## src/rtl/ldu_pkg.sv

```systemverilog
package ldu_pkg;

    localparam int WORD_BITS  = 32;
    localparam int LANE_BITS  = 8;
    localparam int LANE_COUNT = WORD_BITS / LANE_BITS;
    localparam int LANE_IDX_W = $clog2(LANE_COUNT);

    typedef enum logic [1:0] {
        S_IDLE    = 2'd0,
        S_WORD_RD = 2'd1,
        S_BYTE_RD = 2'd2,
        S_RESP    = 2'd3
    } ldu_state_e;

endpackage

```

## src/rtl/ldu_addr_gen.sv

```systemverilog
module ldu_addr_gen #(
    parameter int ADDR_W   = 12,
    parameter int IDX_W    = 2,
    parameter int LANE_XOR = 3
) (
    input  logic [ADDR_W-1:0]       base,
    input  logic [IDX_W-1:0]        offset,
    output logic [ADDR_W-1:0]       byte_addr,
    output logic [ADDR_W-IDX_W-1:0] word_addr,
    output logic [IDX_W-1:0]        lane
);
    localparam logic [IDX_W-1:0] XOR_K = IDX_W'(LANE_XOR);

    // Offset added to the unmodified base; truncation gives the wrap.
    always_comb begin
        byte_addr = base + ADDR_W'(offset);
        word_addr = byte_addr[ADDR_W-1:IDX_W];
        lane      = byte_addr[IDX_W-1:0] ^ XOR_K;
    end
endmodule

```

## src/rtl/ldu_lane_pick.sv

```systemverilog
module ldu_lane_pick
    import ldu_pkg::*;
(
    input  logic [WORD_BITS-1:0]  word_in,
    input  logic [LANE_IDX_W-1:0] lane,
    output logic [LANE_BITS-1:0]  byte_out
);
    logic [LANE_BITS-1:0] lanes [LANE_COUNT];

    for (genvar g = 0; g < LANE_COUNT; g++) begin : g_lane
        assign lanes[g] = word_in[g*LANE_BITS +: LANE_BITS];
    end

    assign byte_out = lanes[lane];
endmodule

```

## src/rtl/ldu_merge.sv

```systemverilog
module ldu_merge
    import ldu_pkg::*;
(
    input  logic                  clk,
    input  logic                  rst_n,
    input  logic                  clear,
    input  logic                  wr_en,
    input  logic [LANE_IDX_W-1:0] slot,
    input  logic [LANE_BITS-1:0]  byte_in,
    output logic [WORD_BITS-1:0]  merged_final
);
    logic [WORD_BITS-1:0] acc_q;
    logic [WORD_BITS-1:0] placed;
    logic [WORD_BITS-1:0] placed_last;

    // Slot s occupies the s-th byte counting from the most significant end.
    always_comb begin
        placed      = '0;
        placed_last = '0;
        for (int s = 0; s < LANE_COUNT; s++) begin
            if (slot == LANE_IDX_W'(s))
                placed[WORD_BITS-1-s*LANE_BITS -: LANE_BITS] = byte_in;
        end
        placed_last[LANE_BITS-1:0] = byte_in;
    end

    always_ff @(posedge clk or negedge rst_n) begin
        if (!rst_n)
            acc_q <= '0;
        else if (clear)
            acc_q <= '0;
        else if (wr_en)
            acc_q <= acc_q | placed;
    end

    // The last byte arrives in the response cycle and is merged combinationally.
    assign merged_final = acc_q | placed_last;
endmodule

```

## src/rtl/be_word_loader.sv

```systemverilog
module be_word_loader
    import ldu_pkg::*;
#(
    parameter int ADDR_W   = 12,
    parameter int LANE_XOR = 3
) (
    input  logic                             clk,
    input  logic                             rst_n,
    input  logic                             req_valid,
    input  logic [ADDR_W-1:0]                req_addr,
    output logic                             req_ready,
    output logic                             resp_valid,
    output logic [WORD_BITS-1:0]             resp_data,
    output logic                             mem_rd_en,
    output logic [ADDR_W-LANE_IDX_W-1:0]     mem_addr,
    input  logic [WORD_BITS-1:0]             mem_rd_data
);
    localparam int WORD_AW = ADDR_W - LANE_IDX_W;
    localparam logic [LANE_IDX_W-1:0] LAST_IDX = LANE_IDX_W'(LANE_COUNT - 1);

    ldu_state_e              state_q, state_d;
    logic [ADDR_W-1:0]       base_q;
    logic [LANE_IDX_W-1:0]   idx_q;
    logic                    word_mode_q;
    logic [LANE_IDX_W-1:0]   prev_lane_q;
    logic                    accept;
    logic                    aligned;
    logic [LANE_IDX_W-1:0]   gen_offset;
    logic [ADDR_W-1:0]       byte_addr;
    logic [WORD_AW-1:0]      word_addr;
    logic [LANE_IDX_W-1:0]   lane;
    logic [LANE_BITS-1:0]    byte_now;
    logic [WORD_BITS-1:0]    merged_final;
    logic                    merge_wr;
    logic [LANE_IDX_W-1:0]   merge_slot;

    assign accept  = req_valid && req_ready;
    assign aligned = (req_addr[LANE_IDX_W-1:0] == '0);

    ldu_addr_gen #(
        .ADDR_W  (ADDR_W),
        .IDX_W   (LANE_IDX_W),
        .LANE_XOR(LANE_XOR)
    ) u_addr (
        .base     (base_q),
        .offset   (gen_offset),
        .byte_addr(byte_addr),
        .word_addr(word_addr),
        .lane     (lane)
    );

    ldu_lane_pick u_pick (
        .word_in (mem_rd_data),
        .lane    (prev_lane_q),
        .byte_out(byte_now)
    );

    ldu_merge u_merge (
        .clk         (clk),
        .rst_n       (rst_n),
        .clear       (accept),
        .wr_en       (merge_wr),
        .slot        (merge_slot),
        .byte_in     (byte_now),
        .merged_final(merged_final)
    );

    // State register
    always_ff @(posedge clk or negedge rst_n) begin
        if (!rst_n) begin
            state_q     <= S_IDLE;
            base_q      <= '0;
            idx_q       <= '0;
            word_mode_q <= 1'b0;
            prev_lane_q <= '0;
        end else begin
            state_q <= state_d;
            if (accept) begin
                base_q      <= req_addr;
                word_mode_q <= aligned;
                idx_q       <= '0;
            end else if (state_q == S_BYTE_RD) begin
                idx_q <= idx_q + 1'b1;
            end
            if (state_q == S_BYTE_RD)
                prev_lane_q <= lane;
        end
    end

    // Next state
    always_comb begin
        state_d = state_q;
        unique case (state_q)
            S_IDLE:    if (accept) state_d = aligned ? S_WORD_RD : S_BYTE_RD;
            S_WORD_RD: state_d = S_RESP;
            S_BYTE_RD: if (idx_q == LAST_IDX) state_d = S_RESP;
            S_RESP:    state_d = S_IDLE;
            default:   state_d = S_IDLE;
        endcase
    end

    // Outputs
    always_comb begin
        req_ready  = 1'b0;
        resp_valid = 1'b0;
        mem_rd_en  = 1'b0;
        gen_offset = '0;
        merge_wr   = 1'b0;
        merge_slot = idx_q - 1'b1;
        resp_data  = merged_final;
        unique case (state_q)
            S_IDLE:    req_ready = 1'b1;
            S_WORD_RD: mem_rd_en = 1'b1;
            S_BYTE_RD: begin
                mem_rd_en  = 1'b1;
                gen_offset = idx_q;
                merge_wr   = (idx_q != '0);
            end
            S_RESP: begin
                resp_valid = 1'b1;
                resp_data  = word_mode_q ? mem_rd_data : merged_final;
            end
            default: ;
        endcase
    end
    assign mem_addr = word_addr;


    busy_after_accept_chk: assert property (@(posedge clk) disable iff (!rst_n)
        (req_valid && req_ready) |=> !req_ready);

    resp_single_chk: assert property (@(posedge clk) disable iff (!rst_n)
        resp_valid |=> !resp_valid);

    resp_not_ready_chk: assert property (@(posedge clk) disable iff (!rst_n)
        resp_valid |-> (!req_ready && !mem_rd_en));

    byte_step_chk: assert property (@(posedge clk) disable iff (!rst_n)
        (state_q == S_BYTE_RD && idx_q != '0) |->
            (mem_rd_en && $past(mem_rd_en) &&
             ADDR_W'(byte_addr - $past(byte_addr)) == ADDR_W'(1)));
endmodule

```

## config.mk

```make
export PLATFORM = sky130hd
export DESIGN_NAME = be_word_loader
export DESIGN_NICKNAME = d
export VERILOG_FILES = /design/src/rtl/ldu_pkg.sv /design/src/rtl/ldu_addr_gen.sv /design/src/rtl/ldu_lane_pick.sv /design/src/rtl/ldu_merge.sv /design/src/rtl/be_word_loader.sv
export SDC_FILE = /design/constraint.sdc
export NUM_CORES = 1
export LEC_CHECK = 0
export BUFFER_PORTS_ARGS = -buffer_cell sky130_fd_sc_hd__buf_4
export CAP_MARGIN = 20
export CORE_MARGIN = 4
export CORE_UTILIZATION = 47
export CTS_BUF_LIST = sky130_fd_sc_hd__clkbuf_8
export CTS_CLUSTER_DIAMETER = 150
export DETAILED_ROUTE_END_ITERATION = 16
export PLACE_DENSITY = 0.86
export SYNTH_ARGS = -nofsm -noshare
export SYNTH_HDL_FRONTEND = slang
export SYNTH_SLANG_ARGS = --single-unit
```

## constraint.sdc

```tcl
create_clock -name clk -period 1.7 [get_ports clk]
set_input_delay 0.17 -clock clk [delete_from_list [all_inputs] [get_ports clk]]
set_output_delay 0.17 -clock clk [all_outputs]
set_load 0.02 [all_outputs]
```

Yosys cells after proc, flatten, opt, wreduce, memory -nomap -nowiden:

Index checks and enable logic that the tools add are counted.

* add/sub/neg operators: 3
* magnitude comparators: 1
* equality and inequality tests: 9
* multiplexer cells: 22
* bitwise operators: 4
* reductions and logical operators: 9

Operator list (number)
* $mux W32: 4
* $mux W8: 6
* $or A32 B32 Y32: 1
* $or A32 B8 Y32: 1
* $bmux W8 S2: 1
* $add A12 B2 Y12: 1
* $mux W2: 6
* $eq A2 B2 Y1 const B: 5
* $pmux W2 S4: 1
* $logic_not A2 Y1: 3
* $reduce_bool A2 Y1: 3
* $eq A2 B1 Y1 const B: 2
* $mux W1: 4
* $ge A3 B3 Y1 const B: 1
* $not A2 Y3: 1
* $add A2 B1 Y2 const B: 1
* $ne A2 B1 Y1 const B: 1
* $ne A2 B2 Y1 const B: 1
* $not A2 Y2: 1
* $reduce_and A2 Y1: 1
* $reduce_or A2 Y1: 1
* $sub A2 B1 Y2 const B: 1
* $logic_and A1 B1 Y1: 1

* bits in registers: 51

Depth between registers and ports, before layout:

Gate-level depths: netlist of run 1.

* depth after elaboration: 8
* depth in mapped cells: 8
* mapped depth without buffers: 8

Cells and area by module:

Synthesis of run 1 repeated with hierarchy kept, for this count alone.

* cell total of the unflattened synthesis: 317
* area total of the unflattened synthesis: 3633.5 um^2

By module, submodules not included
* ldu_merge: times used 1, cells an instance 164, area an instance 1655.3 um^2, sequential area each 800.8 um^2
* be_word_loader: times used 1, cells an instance 101, area an instance 1453.9 um^2, sequential area each 475.5 um^2
* ldu_addr_gen: times used 1, cells an instance 42, area an instance 327.8 um^2, sequential area each 0.0 um^2
* ldu_lane_pick: times used 1, cells an instance 10, area an instance 196.4 um^2, sequential area each 0.0 um^2

Least setup slack after synthesis of run 1:

No wires, ideal clock.

* path type: reg-to-output
* from: register state_q[0]
* to: output mem_addr[0]
* arrival: 1.883 ns
* data required time: 1.530 ns
* slack: -0.353 ns
* stages on the path, launching flop included: 8
* buffers on the path: 0
* path through: dfrtp_1 > inv_1 > ha_1 > inv_1 > nor2_1 > ha_1 > fa_1 > xor2_1

* word-level cells in the longest chain between the ends: 3

RTL lines
* from (decl): RTL line be_word_loader.sv:21 `ldu_state_e state_q, state_d;`
* from (signal assigned): RTL line be_word_loader.sv:77 `state_q <= state_d;`
* $eq A2 B2 Y1: RTL line be_word_loader.sv:111 `unique case (state_q)`
* $mux W2: RTL line be_word_loader.sv:111
* $add A12 B2 Y12: RTL line ldu_addr_gen.sv:16 `byte_addr = base + ADDR_W'(offset);`
* to (decl): RTL line be_word_loader.sv:15 `output logic [ADDR_W-LANE_IDX_W-1:0] mem_addr,`

Every way passes these cells.

Worst setup path after layout of run 1:

* from: register state_q[0]
* to: output mem_addr[8]

The elaborated chain is that of the path after synthesis.

==> results of run 1 <==
kinds of logic after synthesis:
logic type / count (synthesis)
compound gates: 39
buf+inv: 22
simple gates: 48
xor+xnor: 11
flops: 51
mux: 49
fa+ha+maj: 12
placed cells by master, fill, tap and decap left out, types with 4 or more instances in the layout:
cell type	instances
buf_4	87
dfrtp_1	50
buf_6	41
mux2_4	25
a22o_1	24
nor2_1	15
mux2_2	13
xnor2_2	9
and2_1	9
mux4_2	8
a21oi_1	7
buf_12	7
ha_4	6
nand4_1	5
ha_1	5
clkbuf_8	5
inv_1	4
a21oi_2	4
area by class of cell:
| type | count | area, um^2 | area share |
|---|---|---|---|
| flip-flops and latches | 51 | 1280 | 0.274 |
| repair buffers | 142 | 1390 | 0.298 |
| clock inverters | 2 | 33.8 | 0.00724 |
| well taps | 72 | 90.1 | 0.0193 |
| multi-input cells | 159 | 1780 | 0.381 |
| inverters | 6 | 27.5 | 0.00590 |
| clock buffers | 5 | 68.8 | 0.0148 |
how the worst min path moves through the flow:
| stage | startpoint | to | cells after the start |
|---|---|---|---|
| global route | req_addr[5] | base_q[5]$_DFFE_PN0P_ | 2 |
| finish | req_addr[9] | base_q[9]$_DFFE_PN0P_ | 2 |
| CTS | req_valid | idx_q[0]$_DFFE_PN0P_ | 2 |
| detailed placement | rst_n | u_merge.acc_q[1]$_DFFE_PN0P_ | 1 |
| global placement | rst_n | u_merge.acc_q[1]$_DFFE_PN0P_ | 1 |
| floorplan | rst_n | base_q[0]$_DFFE_PN0P_ | 0 |
metal layers:
metal,GRT usage,up-vias,wire length (um)
li1,-,1108,-
met2,0.446,115,5060
met4,0.101,0,204
met1,0.279,1283,3540
met5,0,-,0
met3,0.0456,21,546
where the power goes:
part	internal (W)	switching, W
logic	0.00358	0.00289
clock network	0.000426	0.000390
registers	0.00169	0.000510
total	0.00569	0.00379
stage by stage:
step | setup WS (ps) | cell area, um^2 | std cells | utilization | setup TNS (ps)
floorplan | -140 | 2900 | 232 | - | -1250
global placement | -197 | 3820 | 405 | 0.677 | -3330
detailed placement | -217 | 3820 | 405 | 0.677 | -4170
CTS | -480 | 4490 | 433 | 0.796 | -15130
global route | -630 | 4660 | 437 | 0.827 | -24030
finish | -560 | 4660 | 437 | 0.827 | -19840
repair_timing:
action / 4_1_cts / 5_1_grt
buffers inserted: 16 / 7
hold buffers: 1 / 0
resized for setup: 84 / 35
gates cloned: 4 / 1
setup endpoints to repair: 71 / 84
endpoints found under the hold margin: 51 / 0
pin swaps: 13 / 19
state kept, by name (all words and copies together) (netlist names):
| signal | cells |
|---|---|
| word_mode_q | 1 |
| idx_q | 2 |
| base_q | 12 |
| u_merge.acc_q | 32 |
| state_q | 2 |
| prev_lane_q | 2 |
worst register-to-register path, cell delays in order (launching register included):
cell	delay [ps]
dfrtp_1	430
buf_4	160
buf_6	120
buf_4	140
inv_4	70
ha_4	180
buf_6	110
inv_1	50
o22ai_2	200
mux2_4	330
==> results by group, run 1 <==
GRT
  – Vias in the first global route: 2,739
  – Overall Global Routing Usage: 0.245
  – Initial antenna violation count: 0
  – GRT Residual Overflow: 0
  – Largest net degree at the start of global routing: 52
  – First-pass GRT wire length: 14,000 um

Yosys
  – Ranking of synthesized cells by area: dfrtp_1 (45%), mux2_2 (15%), a22o_1 (7.5%)
  – Synth top cells by count: dfrtp_1 (51), mux2_2 (38), a22o_1 (24), nor2_1 (20)
  – Post-synthesis sequential area ratio: 0.455
  – Synth Area in Adders: 0.0562
  – Number of flops mapped to enable cells by yosys: 0
  – Post-synthesis mux area share: 0.227
  – Mapped Area: 2810 um^2
  – Synthesized flop and latch total: 51
  – Number of synthesis warnings: 0
  – Synthesized area per cell: 12.1 um^2
  – Synth top area share: 0.455
  – Simple-gate area share of the yosys netlist: 0.0887
  – Distinct cells, synth: 27
  – Syn Inst Count: 232
  – Ys async rst share: 1.00
  – Synth Net Count: 291
  – XOR/XNOR Fraction of Synth Area: 0.0343
  – Most common cell in the netlist: dfrtp_1
  – Largest family of logic cells by synthesized area: multiplexers
  – Complex-gate fraction of the synthesized area: 0.103
  – Primary FF master, synth: dfrtp_1
  – Leading area contributor after synthesis: dfrtp_1

STA
  – RSZ-0062 raised after global routing: true
  – Skew final: 6.44 ps
  – Minimum clock period: 2260 ps
  – Final setup violating endpoints: 86
  – Hold WS: 90.0 ps
  – FMAX: 0.442 GHz
  – Worst Slack Setup Final: -560 ps
  – Worst Tran Pin Value: 626 ps
  – Final worst path period share: 1.33
  – Slew HR: 0.582
  – Slew Limit Fails: 0
  – Fin. Hold Viols: 0

Clocking
  – Max clock buf depth: 2
  – TritonCTS Buffers: 5
  – H-tree depth: 2
  – Reg clk slew, reported paths: 90 ps
  – Root buf cell: clkbuf_8
  – TritonCTS clock tree: built
  – Skew-Pair Late Insertion Delay: 300 ps
  – CTS sink cnt: 51

Pwr
  – Peak VDD IR: 0.00117 V
  – LEAKAGE: 2.33 nW
  – PwrDens: 2030 nW/um^2
  – Total power: 0.00949 W

Drt
  – Vias per cell: 5.78
  – DRT antenna net count: 0
  – 1st-iter DRT viols: 133
  – Wire per inst: 21.4 um
  – 1st-pass router iterations: 4
  – Residual DRC: 0
  – Vias: 2,527
  – Aggregate routed wire length: 9340 um

Worst setup path
  – CP dominant cell by count: ha_4
  – Reg2Reg Capture Point: state_q[1]$_DFFE_PN0P_
  – Worst path max stage delay: 420 ps
  – Critical path capture point type: output port
  – WP depth: 9
  – Reg-to-reg startpoint: state_q[1]$_DFFE_PN0P_
  – Data arrival, critical path: 2090 ps
  – Critical path, cell by cell: inv_2, ha_4, inv_4, nor2_4, ha_4, fa_2, nand4_1, xnor2_2, buf_4
  – R2R cell count: 9
  – R2r setup slk: -180 ps
  – Slowest cell on the critical path: fa_2
  – Data required, critical path: 1530 ps
  – Crit Path Category: reg -> out
  – Critical path peak fanout: 5
  – Cell family with most CP delay: adder cells
  – WP buf/inv: 3
  – Worst Setup Start Kind: flop
  – Critical path launch point: state_q[0]$_DFFE_PN0P_
  – Setup crit end: mem_addr[8]

Outcome
  – Failing checks: negative setup slack
  – Outcome: finished, violations left

Floorplanning
  – Initial Util: 0.497
  – Die H: 85.3 um
  – Die width: 85.3 um
  – Area of the die: 7270 um^2
  – Io pins: 92
  – Rows: 27
  – Core Box Area: 5640 um^2

Cells and area
  – Diodes inserted: 0
  – Layout cells sized above 1: 0.627
  – Fillcell total: 295
  – Layout area overhead: 66.2%
  – Final #Nets: 424

Run
  – Max cap viols: 0

Placed design
  – Gpl congestion: 0.780
  – DP Wirelength: 5180 um
  – IO buf count: 91

Min path
  – Min-Delay Path Class: in -> reg
Note: power is estimated with default switching activity, not from simulation.
==> inputs of run 2 (changes only) <==
- CORE_UTILIZATION: 47 -> 40
- CTS_BUF_LIST: sky130_fd_sc_hd__clkbuf_8 -> default
- PLACE_DENSITY: 0.86 -> 0.76
==> run 2 against run 1 <==
  * Critical path depth did not move
  * The flow still finishes with violations (negative setup slack)
  * Die area increased by 16%
  * Via count shrank 7.2%
  * Clock skew is 6.7 ps higher
  * Highest routed layer unchanged
==> results by group, run 2 (same netlist as run 1, synthesis figures left out) <==
Cells and area
  – Leading cell types in the layout, fill and taps excluded: buf_4 (87), dfrtp_1 (51), buf_6 (39) (was buf_4 (87), dfrtp_1 (50), buf_6 (41))
  – Layout cells sized above 1: 0.594 (was 0.627)
  – Biggest regs: u_merge.acc_q x32, base_q x12 (unchanged)
  – Commonest non-fill, non-tap cell in the layout: buf_4 (unchanged)
  – Reg area: 1280 um^2 (about the same)
  – Diodes inserted: 0 (unchanged)
  – Largest register FFs: 32 (unchanged)
  – Largest Register: u_merge.acc_q (unchanged)
  – Final #Nets: 418 (was 424)
  – Multi-input combinational cell area: 1710 um^2 (was 1780 um^2)
  – Fillcell total: 502 (was 295)
  – Layout area overhead: 61.8% (was 66.2%)

Floorplanning
  – Rows: 30 (was 27)
  – Die H: 91.8 um (was 85.3 um)
  – Area of the die: 8420 um^2 (was 7270 um^2)
  – Die width: 91.8 um (was 85.3 um)
  – Io pins: 92 (unchanged)
  – Initial Util: 0.413 (was 0.497)
  – Core Box Area: 6790 um^2 (was 5640 um^2)

Worst setup path
  – Reg2Reg Capture Point: u_merge.acc_q[14]$_DFFE_PN0P_ (was state_q[1]$_DFFE_PN0P_)
  – Critical path capture point type: output port (unchanged)
  – Data arrival, critical path: 2070 ps (was 2090 ps)
  – Crit Path Category: reg -> out (unchanged)
  – Reg-to-reg startpoint: state_q[1]$_DFFE_PN0P_ (unchanged)
  – Critical path peak fanout: 5 (unchanged)
  – R2R cell count: 10 (was 9)
  – R2r setup slk: -170 ps (was -180 ps)
  – Worst Setup Start Kind: flop (unchanged)
  – Data required, critical path: 1530 ps (about the same)

Drt
  – Top Layer Used: met4 (unchanged)
  – Wire per inst: 17.7 um (was 21.4 um)
  – 1st-pass router iterations: 4 (unchanged)
  – Aggregate routed wire length: 8050 um (was 9340 um)
  – Vias: 2,345 (was 2,527)
  – Residual DRC: 0 (unchanged)
  – Vias per cell: 5.14 (was 5.78)
  – DR WL met3: 465 um (was 546 um)
  – 1st-iter DRT viols: 71 (was 133)
  – DRT antenna net count: 0 (unchanged)
  – WL met1: 3280 um (was 3540 um)
  – WL met2: 4220 um (was 5060 um)

STA
  – Slew HR: 0.564 (was 0.582)
  – Slew Limit Fails: 0 (unchanged)
  – Skew final: 13.2 ps (was 6.44 ps)
  – Setup TNS Final: -24,080 ps (was -19,840 ps)
  – Final worst path period share: 1.32 (was 1.33)
  – Minimum clock period: 2240 ps (was 2260 ps)
  – Final setup violating endpoints: 85 (was 86)
  – Worst Tran Pin Value: 654 ps (was 626 ps)
  – Worst Slack Setup Final: -543 ps (was -560 ps)
  – FMAX: 0.446 GHz (was 0.442 GHz)
  – Fin. Hold Viols: 0 (unchanged)
  – RSZ-0062 raised after global routing: true (unchanged)

Clocking
  – Root buf cell: clkbuf_8 (unchanged)
  – Max clock buf depth: 2 (unchanged)
  – TritonCTS Buffers: 5 (unchanged)
  – H-tree depth: 2 (unchanged)
  – TritonCTS clock tree: built (unchanged)
  – Reg clk slew, reported paths: 90 ps (about the same)
  – Skew-Pair Late Insertion Delay: 310 ps (was 300 ps)
  – CTS sink cnt: 51 (unchanged)

Placed design
  – DP Wirelength: 5110 um (was 5180 um)
  – IO buf count: 91 (unchanged)
  – Gpl congestion: 0.757 (was 0.780)
  – Place WS: -228 ps (was -217 ps)

Min path
  – Worst hold stages: 2 (unchanged)
  – Worst Hold Path EP: idx_q[0]$_DFFE_PN0P_ (was base_q[9]$_DFFE_PN0P_)
  – Min-Delay Path Class: in -> reg (unchanged)
  – Worst hold start: req_valid (was req_addr[9])

Pwr
  – PwrDens: 1960 nW/um^2 (was 2030 nW/um^2)
  – Peak VDD IR: 0.00103 V (was 0.00117 V)
  – LEAKAGE: 2.27 nW (was 2.33 nW)

GRT
  – Initial antenna violation count: 0 (unchanged)
  – First-pass GRT wire length: 12,700 um (was 14,000 um)
  – Overall Global Routing Usage: 0.190 (was 0.245)
  – GRT Residual Overflow: 0 (unchanged)
  – Vias in the first global route: 2,502 (was 2,739)
  – Largest net degree at the start of global routing: 52 (unchanged)

Outcome
  – Outcome: finished, violations left (unchanged)
  – Failing checks: negative setup slack (unchanged)

Run
  – Max cap viols: 0 (unchanged)
[run 2: worst max-delay path by stage]
stage / from / end / depth (start not counted)
2_1_floorplan: state_q[0]$_DFFE_PN0P_ / mem_addr[8] / 8
3_3_place_gp: state_q[1]$_DFFE_PN0P_ / mem_addr[8] / 8
3_5_place_dp: state_q[1]$_DFFE_PN0P_ / mem_addr[8] / 8
4_1_cts: state_q[0]$_DFFE_PN0P_ / mem_addr[7] / 9
5_1_grt: state_q[0]$_DFFE_PN0P_ / mem_addr[7] / 9
6_report: state_q[0]$_DFFE_PN0P_ / mem_addr[7] / 9
[run 2: cell type report]
class / count / share of cell area
inverter: 6 / 0.00606
clock inverter: 1 / 0.00193
timing repair buffer: 136 / 0.289
sequential: 51 / 0.281
tap: 96 / 0.0265
multi-input combinational: 159 / 0.377
clock buffer: 7 / 0.0190
[run 2: routing by layer]
layer  vias to the layer above  track usage
met4                         0       0.0396
met3                         8       0.0435
met5                         -            0
met2                        78        0.341
li1                       1095            -
met1                      1164        0.234
[run 2: per-stage QoR]
| step | total power, W | utilization | std cells | instance area (um^2) | hold WS [ps] |
|---|---|---|---|---|---|
| detailed placement | 0.00685 | 0.563 | 426 | 3830 | 246 |
| global route | 0.00942 | 0.668 | 456 | 4540 | 79.9 |
| finish | 0.00889 | 0.668 | 456 | 4540 | 90.1 |
| CTS | 0.00859 | 0.648 | 447 | 4400 | 76.4 |
| global placement | 0.00678 | 0.563 | 426 | 3830 | 232 |
| floorplan | 0.00501 | - | 232 | 2900 | -126 |
[run 2: report_power, final]
part	internal [W]	total, W	switching, W
Sequential	0.00168	0.00212	0.000440
Combinational	0.00337	0.00602	0.00265
Clock	0.000335	0.000746	0.000411
Total	0.00539	0.00889	0.00350
[run 2: worst max-delay path: stages (launching register included)]
cell	delay [ps]
dfrtp_1	410
inv_2	90
ha_4	150
inv_4	50
nor2_2	160
ha_1	260
a21o_1	220
nand4_1	150
xnor2_2	130
buf_4	170
[run 2: repair_timing]
action,in CTS,in global routing
hold buffers,1,0
setup endpoints to repair,56,81
setup buffers,8,9
cloned,4,1
hold endpoints to repair,51,0
resized for setup,78,15
pin swaps,13,11
